**src/rtl/kmb_pkg.sv**
```systemverilog
package kmb_pkg;
    // Perfect-shuffle position: rotate a BITS-wide index left by one.
    function automatic int rotl(input int idx, input int bits);
        return ((idx << 1) | (idx >> (bits - 1))) & ((1 << bits) - 1);
    endfunction

    // Element layout helper: the element width for a given address and payload width.
    function automatic int elem_w(input int aw, input int pw);
        return 1 + aw + pw;
    endfunction
endpackage

```
**src/rtl/kmb_sorter.sv**
```systemverilog
// Bitonic sorting network over N elements, fully combinational.
// Each element is {empty, addr, payload}; the sort key is {empty, addr}, so valid
// packets end up in ascending address order and empty ones end up last.
// Assumes N is a power of two.
module kmb_sorter #(
    parameter int N  = 8,
    parameter int AW = 3,
    parameter int PW = 8
) (
    input  logic [kmb_pkg::elem_w(AW, PW)-1:0] din  [N],
    output logic [kmb_pkg::elem_w(AW, PW)-1:0] dout [N]
);
    localparam int EW = kmb_pkg::elem_w(AW, PW);
    localparam int KW = 1 + AW;
    localparam int NS = AW * (AW + 1) / 2;

    logic [EW-1:0] stg [NS+1][N];

    // Stage 0 is the input; the last stage is the result.
    for (genvar i = 0; i < N; i++) begin : g_io
        assign stg[0][i] = din[i];
        assign dout[i]   = stg[NS][i];
    end

    // Merge blocks of size 2^gk, each made of gk compare-exchange steps.
    for (genvar gk = 1; gk <= AW; gk++) begin : g_blk
        for (genvar gt = 0; gt < gk; gt++) begin : g_step
            localparam int S = (gk - 1) * gk / 2 + gt;
            localparam int D = 1 << (gk - 1 - gt);
            localparam int B = 1 << gk;
            for (genvar i = 0; i < N; i++) begin : g_pair
                if ((i & D) == 0) begin : g_cx
                    localparam int P = i + D;
                    logic swap;
                    // The direction of the exchange follows which half of the block i sits in.
                    if ((i & B) == 0) begin : g_up
                        assign swap = stg[S][i][EW-1 -: KW] > stg[S][P][EW-1 -: KW];
                    end else begin : g_dn
                        assign swap = stg[S][i][EW-1 -: KW] < stg[S][P][EW-1 -: KW];
                    end
                    assign stg[S+1][i] = swap ? stg[S][P] : stg[S][i];
                    assign stg[S+1][P] = swap ? stg[S][i] : stg[S][P];
                end
            end
        end
    end
endmodule

```
**src/rtl/kmb_omega.sv**
```systemverilog
// Self-routing shuffle-exchange banyan of N inlets, combinational.
// Stage s shuffles the lines, and each 2x2 element then steers by address bit
// AW-1-s. A packet leaves on the outlet equal to its address.
// Assumes a compact ascending input sequence with distinct addresses, which is
// conflict-free. On a conflict the upper input keeps the port and the other is dropped.
module kmb_omega #(
    parameter int N  = 8,
    parameter int AW = 3,
    parameter int PW = 8
) (
    input  logic [kmb_pkg::elem_w(AW, PW)-1:0] din  [N],
    output logic [kmb_pkg::elem_w(AW, PW)-1:0] dout [N]
);
    localparam int EW = kmb_pkg::elem_w(AW, PW);
    localparam logic [EW-1:0] EMPTY = {1'b1, {(EW-1){1'b0}}};

    logic [EW-1:0] lvl [AW+1][N];
    logic [EW-1:0] shf [AW][N];

    // Connect the inlets and the outlets.
    for (genvar i = 0; i < N; i++) begin : g_io
        assign lvl[0][i] = din[i];
        assign dout[i]   = lvl[AW][i];
    end

    for (genvar s = 0; s < AW; s++) begin : g_stage
        localparam int BI = PW + AW - 1 - s;
        // Perfect shuffle ahead of each switching column.
        for (genvar i = 0; i < N; i++) begin : g_shuf
            localparam int R = kmb_pkg::rotl(i, AW);
            assign shf[s][R] = lvl[s][i];
        end
        // 2x2 elements: output b takes the input whose steering bit equals b.
        for (genvar p = 0; p < N / 2; p++) begin : g_sw
            logic [EW-1:0] a, b;
            assign a = shf[s][2*p];
            assign b = shf[s][2*p+1];
            assign lvl[s+1][2*p]   = (!a[EW-1] && !a[BI]) ? a :
                                     (!b[EW-1] && !b[BI]) ? b : EMPTY;
            assign lvl[s+1][2*p+1] = (!a[EW-1] &&  a[BI]) ? a :
                                     (!b[EW-1] &&  b[BI]) ? b : EMPTY;
        end
    end
endmodule

```
**src/rtl/kmb_fabric.sv**
```systemverilog
// Top of the distributor: sorter, interleaved deal onto K banyan banks, and an
// output register of N groups with K lanes each. The result is registered one
// clock after the inputs are sampled.
// Assumes N is a power of two and K >= 1. More than K packets on one address is
// flagged as overload; which packets are lost in that slot is not specified.
module kmb_fabric #(
    parameter int N  = 8,
    parameter int K  = 3,
    parameter int PW = 8,
    localparam int AW = $clog2(N)
) (
    input  logic              clk,
    input  logic              rst_n,
    input  logic [N-1:0]      in_vld,
    input  logic [N*AW-1:0]   in_addr,
    input  logic [N*PW-1:0]   in_pay,
    output logic [N*K-1:0]    out_vld,
    output logic [N*K*PW-1:0] out_pay,
    output logic              overload
);
    localparam int EW = kmb_pkg::elem_w(AW, PW);
    localparam int LANES = N * K;
    localparam logic [EW-1:0] EMPTY = {1'b1, {(EW-1){1'b0}}};

    logic [EW-1:0]       pk [N];
    logic [EW-1:0]       so [N];
    logic [N-1:0]        dup;
    logic [LANES-1:0]    nxt_vld;
    logic [LANES*PW-1:0] nxt_pay;

    // Pack each input into the {empty, addr, payload} element.
    for (genvar j = 0; j < N; j++) begin : g_pack
        assign pk[j] = {~in_vld[j], in_addr[j*AW +: AW], in_pay[j*PW +: PW]};
    end

    kmb_sorter #(.N(N), .AW(AW), .PW(PW)) u_sort (.din(pk), .dout(so));

    // Overload: sorted positions j and j+K that are both valid with the same
    // address mean that K+1 packets share that address.
    for (genvar j = 0; j < N; j++) begin : g_dup
        if (j + K < N) begin : g_cmp
            assign dup[j] = !so[j][EW-1] && !so[j+K][EW-1] &&
                            (so[j][PW +: AW] == so[j+K][PW +: AW]);
        end else begin : g_none
            assign dup[j] = 1'b0;
        end
    end

    for (genvar k = 0; k < K; k++) begin : g_bank
        logic [EW-1:0] bin  [N];
        logic [EW-1:0] bout [N];
        // Deal: sorter outlet r*K+k feeds inlet r of bank k; the rest are empty.
        for (genvar r = 0; r < N; r++) begin : g_deal
            if (r * K + k < N) begin : g_used
                assign bin[r] = so[r*K+k];
            end else begin : g_idle
                assign bin[r] = EMPTY;
            end
        end
        kmb_omega #(.N(N), .AW(AW), .PW(PW)) u_bank (.din(bin), .dout(bout));
        // Bank outlet d becomes lane k of group d; a wrong address is never presented.
        for (genvar d = 0; d < N; d++) begin : g_lane
            assign nxt_vld[d*K+k]           = !bout[d][EW-1] && (bout[d][PW +: AW] == AW'(d));
            assign nxt_pay[(d*K+k)*PW +: PW] = bout[d][PW-1:0];
        end
    end

    // Slot register with synchronous active-low reset.
    always_ff @(posedge clk) begin
        if (!rst_n) begin
            out_vld  <= '0;
            out_pay  <= '0;
            overload <= 1'b0;
        end else begin
            out_vld  <= nxt_vld;
            out_pay  <= nxt_pay;
            overload <= |dup;
        end
    end
endmodule

```
**config.mk**
```make
export PLATFORM = sky130hd
export DESIGN_NAME = kmb_fabric
export DESIGN_NICKNAME = d
export VERILOG_FILES = /design/src/rtl/kmb_pkg.sv /design/src/rtl/kmb_sorter.sv /design/src/rtl/kmb_omega.sv /design/src/rtl/kmb_fabric.sv
export SDC_FILE = /design/constraint.sdc
export NUM_CORES = 1
export LEC_CHECK = 0
export BUFFER_PORTS_ARGS = -buffer_cell sky130_fd_sc_hd__buf_4
export CELL_PAD_IN_SITES_DETAIL_PLACEMENT = 1
export CELL_PAD_IN_SITES_GLOBAL_PLACEMENT = 2
export CORE_ASPECT_RATIO = 1.4
export CORE_MARGIN = 3
export CORE_UTILIZATION = 30
export CTS_CLUSTER_SIZE = 14
export DETAILED_ROUTE_END_ITERATION = 8
export PLACE_DENSITY_LB_ADDON = 0.05
export REMOVE_ABC_BUFFERS = 1
export SKIP_CTS_REPAIR_TIMING = 1
export SYNTH_ARGS = -nofsm -noshare
export SYNTH_HDL_FRONTEND = slang
export SYNTH_SLANG_ARGS = --single-unit
```
**constraint.sdc**
```tcl
create_clock -name clk -period 27.6 [get_ports clk]
set_clock_uncertainty 0.1 [all_clocks]
set_input_delay 2.76 -clock clk [delete_from_list [all_inputs] [get_ports clk]]
set_output_delay 2.76 -clock clk [all_outputs]
set_load 0.05 [all_outputs]
```
# Word-level counts from Yosys, hierarchy flattened

Cells that the tools add are included.

Latch bits: 0
Memories kept: 0
Bits in read-only memories: 0
Memory bits (writable): 0
Bits in registers: 217

Order comparisons: 24
Bitwise operators: 8
Shift-type cells: 0
Reductions and logical operators: 254
Eq/ne operators: 26
Add/sub/neg operators: 0
Multiply operators: 0
Divide/modulo/power cells: 0
Mux-type cells: 144

Operator list:

| kind                 | count |
|---|---|
| $mux W12             | 144 |
| $logic_and A1 B1 Y1  | 130 |
| $logic_not A1 Y1     | 120 |
| $gt A4 B4 Y1         | 18 |
| $eq A3 B3 Y1 const B | 12 |
| $lt A4 B4 Y1         | 6 |
| $eq A3 B2 Y1 const B | 6 |
| $eq A3 B3 Y1         | 5 |
| $eq A3 B1 Y1 const B | 3 |
| $logic_not A3 Y1     | 3 |
| $not A1 Y1           | 8 |
| $reduce_or A5 Y1     | 1 |

# Longest topological paths before layout

Depth after elaboration: 25
Depth in mapped cells: 59
Gate-level depth less buffers: 52

# Cells and area by module

From an unflattened synthesis, not the netlist that was laid out.

Cell total of the unflattened synthesis: 3093
Area total of the unflattened synthesis: 26202.6 um^2

By module, submodules not included:

| module     | area each (um^2) | sequential area each (um^2) | cells an instance | times used |
|---|---|---|---|---|
| kmb_omega  | 3774.9           | 0.0                         | 506               | 3 |
| kmb_sorter | 8638.3           | 0.0                         | 1057              | 1 |
| kmb_fabric | 6239.7           | 4344.2                      | 518               | 1 |

# Worst setup path after synthesis

No wires, ideal clock.

Kind: input to register
Start point: input in_addr[17]
End point: register out_pay[14]
Slack: 13401 ps
Buffers on the path: 9
Stages on the path: 52
Data arrival time: 13981 ps
Path through: inv_1 ha_1 a211oi_2 and2_2 nor2_8 buf_1 buf_1 mux2_2 inv_1 ha_1 o311ai_1 o41ai_2 buf_4 mux2i_1 inv_1 ha_1 a21oi_1 nor2_1 (+16 left out) o21a_1 o21ai_1 mux2_2 inv_1 ha_1 nor2b_1 o21ai_0 nand2b_1 a21oi_1 a41o_1 clkbuf_1 buf_1 buf_1 clkbuf_1 mux2i_1 nor2_1 mux2_1 a32o_1

Cells in the longest elaborated chain, start to end: 22

Ends and longest elaborated chain:

| what                                                    | RTL line                           | text |
|---|---|---|
| start: declaration                                      | kmb_fabric.sv:15                   | `input logic [N*AW-1:0] in_addr,` |
| $gt A4 B4 Y1                                            | kmb_sorter.sv:37                   | `assign swap = stg[S][i][EW-1 -: KW] > stg[S][P][EW-1 -: KW];` |
| $mux W12 (on tied branches)                             | kmb_sorter.sv:41, kmb_sorter.sv:42 |  |
| $lt A4 B4 Y1                                            | kmb_sorter.sv:39                   | `assign swap = stg[S][i][EW-1 -: KW] < stg[S][P][EW-1 -: KW];` |
| $mux W12 (on tied branches)                             | kmb_sorter.sv:41, kmb_sorter.sv:42 |  |
| $lt A4 B4 Y1                                            | kmb_sorter.sv:39                   |  |
| $mux W12 (on tied branches)                             | kmb_sorter.sv:41, kmb_sorter.sv:42 |  |
| $gt A4 B4 Y1                                            | kmb_sorter.sv:37                   |  |
| $mux W12                                                | kmb_sorter.sv:42                   | `assign stg[S+1][P] = swap ? stg[S][i] : stg[S][P];` |
| (+6 left out)                                           | n/a                                |  |
| $mux W12                                                | kmb_omega.sv:38                    | `assign lvl[s+1][2*p] = (!a[EW-1] && !a[BI]) ? a :` |
| $logic_not A1 Y1 (on tied branches)                     | kmb_omega.sv:38, kmb_omega.sv:39   |  |
| $logic_and A1 B1 Y1 (on tied branches)                  | kmb_omega.sv:38, kmb_omega.sv:39   |  |
| $mux W12 (on tied branches)                             | kmb_omega.sv:38, kmb_omega.sv:39   |  |
| $logic_not A1 Y1 or $mux W12 (tied branches)            | kmb_omega.sv:39, kmb_omega.sv:38   |  |
| $logic_and A1 B1 Y1 or $logic_not A1 Y1 (tied branches) | kmb_omega.sv:39, kmb_omega.sv:38   |  |
| $mux W12 or $logic_and A1 B1 Y1 (tied branches)         | kmb_omega.sv:39, kmb_omega.sv:38   |  |
| $mux W12 (*)                                            | kmb_omega.sv:38                    |  |
| end signal: assignment                                  | kmb_fabric.sv:76                   | `out_pay <= nxt_pay;` |
| end: declaration                                        | kmb_fabric.sv:18                   | `output logic [N*K*PW-1:0] out_pay,` |

Every way passes the cells marked *; elsewhere a longest branch is shown, timed or not.
A chain may end at the register's enable or synchronous reset.

# Final worst setup path

Start point: input in_addr[4]
End point: register out_pay[157]

Cells in the longest elaborated chain, start to end: 22

Ends and longest elaborated chain:

| what                                                    | RTL line                           | text |
|---|---|---|
| $gt A4 B4 Y1                                            | kmb_sorter.sv:37                   |  |
| $mux W12 (on tied branches)                             | kmb_sorter.sv:41, kmb_sorter.sv:42 |  |
| $gt A4 B4 Y1                                            | kmb_sorter.sv:37                   |  |
| $mux W12 (on tied branches)                             | kmb_sorter.sv:41, kmb_sorter.sv:42 |  |
| $gt A4 B4 Y1                                            | kmb_sorter.sv:37                   |  |
| $mux W12 (on tied branches)                             | kmb_sorter.sv:41, kmb_sorter.sv:42 |  |
| $gt A4 B4 Y1                                            | kmb_sorter.sv:37                   |  |
| $mux W12                                                | kmb_sorter.sv:42                   |  |
| (+6 left out)                                           | n/a                                |  |
| $mux W12                                                | kmb_omega.sv:40                    | `assign lvl[s+1][2*p+1] = (!a[EW-1] && a[BI]) ? a :` |
| $logic_not A1 Y1 (on tied branches)                     | kmb_omega.sv:40, kmb_omega.sv:41   |  |
| $logic_and A1 B1 Y1 (on tied branches)                  | kmb_omega.sv:40, kmb_omega.sv:41   |  |
| $mux W12 (on tied branches)                             | kmb_omega.sv:40, kmb_omega.sv:41   |  |
| $logic_not A1 Y1 or $mux W12 (tied branches)            | kmb_omega.sv:39, kmb_omega.sv:40   |  |
| $logic_and A1 B1 Y1 or $logic_not A1 Y1 (tied branches) | kmb_omega.sv:39, kmb_omega.sv:38   |  |
| $mux W12 or $logic_and A1 B1 Y1 (tied branches)         | kmb_omega.sv:39, kmb_omega.sv:38   |  |
| $mux W12 (*)                                            | kmb_omega.sv:38                    |  |

Marks and branches as above.

==> impl_metrics.sql <==
INSERT INTO impl_metrics (metric_group, metric, value, unit) VALUES
('sta', 'setup-violations-final', '0', ''),
('critical_path', 'arrival', '17.32', 'ns'),
('synth', 'syn-cell-area', '20480', 'µm²'),
('drt', 'routed_wirelength', '97560', 'µm'),
('final_layout', 'areaGrowthSynthToFinish', '20.06', '%'),
('global_route', 'grt_antenna_before_repair', '0', ''),
('critical_path', 'critical_path_peak_fanout', '41', ''),
('sta', 'rsz0062_at_grt', 'false', ''),
('synth', 'synth.avg_cell_area', '8.385', 'µm²'),
('final_layout', 'layout.cells.most_common', 'buf_4', ''),
('global_route', 'globalRouteMet2Util', '48.54', '%'),
('worst_hold_path', 'hold_class', 'in -> reg', ''),
('place', 'buffer_ports.inserted', '314', ''),
('sta', 'post-route-period-util', '61.73', '%'),
('critical_path', 'critPathKind', 'in -> reg', ''),
('drt', 'drt_pre_antenna_iters', '5', ''),
('drt', 'drt_first_iter_violations', '1104', ''),
('final_layout', 'layout-drive-gt1-share', '25.47', '%'),
('final_layout', 'final_net_count', '2876', ''),
('global_route', 'number_of_global_route_vias_before_repair', '20890', ''),
('synth', 'synth.distinct_cells', '107', ''),
('critical_path', 'start_kind', 'input port', ''),
('sta', 'max_freq', '0.05870', 'GHz'),
('final_layout', 'layout_common_cells', 'buf_4 (374), mux2i_1 (314), dfxtp_1 (217), nor2_1 (210), a21oi_1 (140)', ''),
('global_route', 'grt.overflow.total', '0', ''),
('sta', 'maxSlewViolCount', '0', ''),
('floorplanning', 'fp.dieW', '226.8', 'µm'),
('clock_network', 'cts.path.max_buffers', '3', ''),
('drt', 'via_per_inst', '5.812', ''),
('run_status', 'status', 'completed', ''),
('critical_path', 'endpoint_type_of_the_worst_setup_path', 'register', ''),
('global_route', 'grt_start_max_net_pins', '97', ''),
('global_route', 'grt_first_pass_wirelength', '141500', 'µm'),
('synth', 'count_of_mapped_cells_out_of_synthesis', '2443', ''),
('drt', 'drcViolationCount', '0', ''),
('floorplanning', 'rows', '112', ''),
('floorplanning', 'floorplan.initialDensity', '30.52', '%'),
('clock_network', 'cts_made_buffers', '22', ''),
('drt', 'postRouteAntennaNets', '0', ''),
('sta', 'worst_pin_slew', '1.352', 'ns'),
('floorplanning', 'io_pins', '315', ''),
('place', 'detailed_place_hpwl', '78750', 'µm'),
('global_route', 'grt_util_met1', '31.58', '%'),
('sta', 'fin_crit', '17.04', 'ns'),
('drt', 'detailroute.via_count', '20630', ''),
('global_route', 'gr-usage-met3', '1.481', '%'),
('clock_network', 'cts.htree.levels', '1', ''),
('critical_path', 'cpMostUsedCell', 'ha_1', ''),
('clock_network', 'tritoncts', 'done', ''),
('synth', 'ys_dominant_reg_cell', 'dfxtp_1', ''),
('worst_hold_path', 'holdPathStages', '2', ''),
('floorplanning', 'die_height', '315.2', 'µm'),
('job', 'max_cap_viol_count', '0', ''),
('synth', 'ys_seq_elements', '217', ''),
('clock_network', 'ctsRootBufferMaster', 'clkbuf_16', ''),
('place', 'gp_congestion', '0.9358', ''),
('drt', 'wire_per_inst', '27.49', 'µm'),
('synth', 'synth-edff-count', '0', ''),
('critical_path', 'cp_top_family', 'compound AO/OA/AOI/OAI gates', ''),
('sta', 'tns', '0', 'ns'),
('floorplanning', 'design.die.area', '71500', 'µm²'),
('synth', 'yosysWarnings', '0', ''),
('critical_path', 'critical_path.max_stage_delay', '0.89', 'ns'),
('critical_path', 'worstPathRequired', '27.89', 'ns'),
('floorplanning', 'floorplan_core_area', '67120', 'µm²'),
('critical_path', 'cp_num_cells', '49', ''),
('clock_network', 'path_clk_slew', '0.06', 'ns'),
('synth', 'synth.yosys.seq_area_share', '21.21', '%'),
('synth', 'async_set_or_reset_flop_fraction_in_the_synthesized_netlist', '0', '%'),
('sta', 'timing_hold_violations_final', '0', ''),
('global_route', 'grt_usage', '26.26', '%'),
('critical_path', 'timing.critical_path.slowest_stage_cell', 'a41o_1', ''),
('critical_path', 'critical_path_buf_inv_count', '8', ''),
('sta', 'max_slew_margin', '8.900', '%'),
('global_route', 'top_usage_layer', 'met2', ''),
('clock_network', 'cts_num_sinks', '217', '');
[per-stage QoR]
step	util, %	setup WS (ns)	cell area [µm²]	hold WS, ns	instances
after global placement	35.42	10.61	23770	3.100	3509
after floorplan	-	9.412	19800	2.777	2280
after detailed placement	35.42	10.09	23770	3.107	3509
after global routing	36.64	9.468	24590	2.565	3548
final	36.64	10.56	24590	2.582	3549
after CTS	36.63	10.65	24590	2.537	3548
[flip-flops by register name, summed over array words and instances (netlist names)]
signal / cells
overload: 1
out_pay: 192
out_vld: 24
[synthesized netlist by cell type (21+ instances only)]
library cell | instances | area (µm²)
nor3_1 | 62 | 310.3
nor2_1 | 211 | 792.0
o211ai_1 | 64 | 480.5
o31ai_1 | 67 | 503.0
a32o_1 | 64 | 640.6
and2_1 | 37 | 231.5
mux2i_1 | 315 | 3153
a21oi_1 | 140 | 700.7
clkbuf_1 | 109 | 409.1
nor4_1 | 68 | 425.4
or3_1 | 21 | 131.4
nand2b_1 | 65 | 406.6
ha_1 | 100 | 1251
inv_1 | 113 | 424.2
dfxtp_1 | 217 | 4344
o32ai_1 | 57 | 499.2
mux2_2 | 138 | 1554
or2_2 | 57 | 356.6
nand2_1 | 101 | 379.1
buf_2 | 25 | 125.1
o21ai_0 | 34 | 170.2
[layout make-up]
cell class / count / area, µm²
timing repair buffer: 374 / 2808
tap: 855 / 1070
clock inverter: 8 / 146.4
clock buffer: 31 / 665.6
antenna: 1 / 2.502
sequential: 217 / 4344
inverter: 117 / 441.7
multi-input combinational: 1946 / 15120
fill: 7862 / 42530
[routing by layer]
layer  up-vias  wire length (µm)
met5         -                 0
met4         0              3925
met3       122              2997
met2       464             50830
met1     10380             39810
li1       9665                 -
[logic make-up (layout without fill, tap and decap cells)]
family	Yosys count	after routing	synth area share [%]
and+or+nand+nor	740	740	18.93
AOI/OAI and AO/OA	616	616	23.14
other	0	1	0
buffers and inverters	280	530	5.485
DFF	217	217	21.21
muxes	477	477	24.58
adders and majority gates	100	100	6.108
xor gates and xnor gates	13	13	0.5558
[worst paths after layout]
check / start / end / slack (ns)
worst min-delay path: rst_n / out_pay[135]$_SDFF_PN0_ / 2.58
worst max-delay path: in_addr[4] / out_pay[157]$_SDFF_PN0_ / 10.56
Power is not shown: default switching activity piles up to over one toggle a cycle in this logic, so the estimate is an artifact.
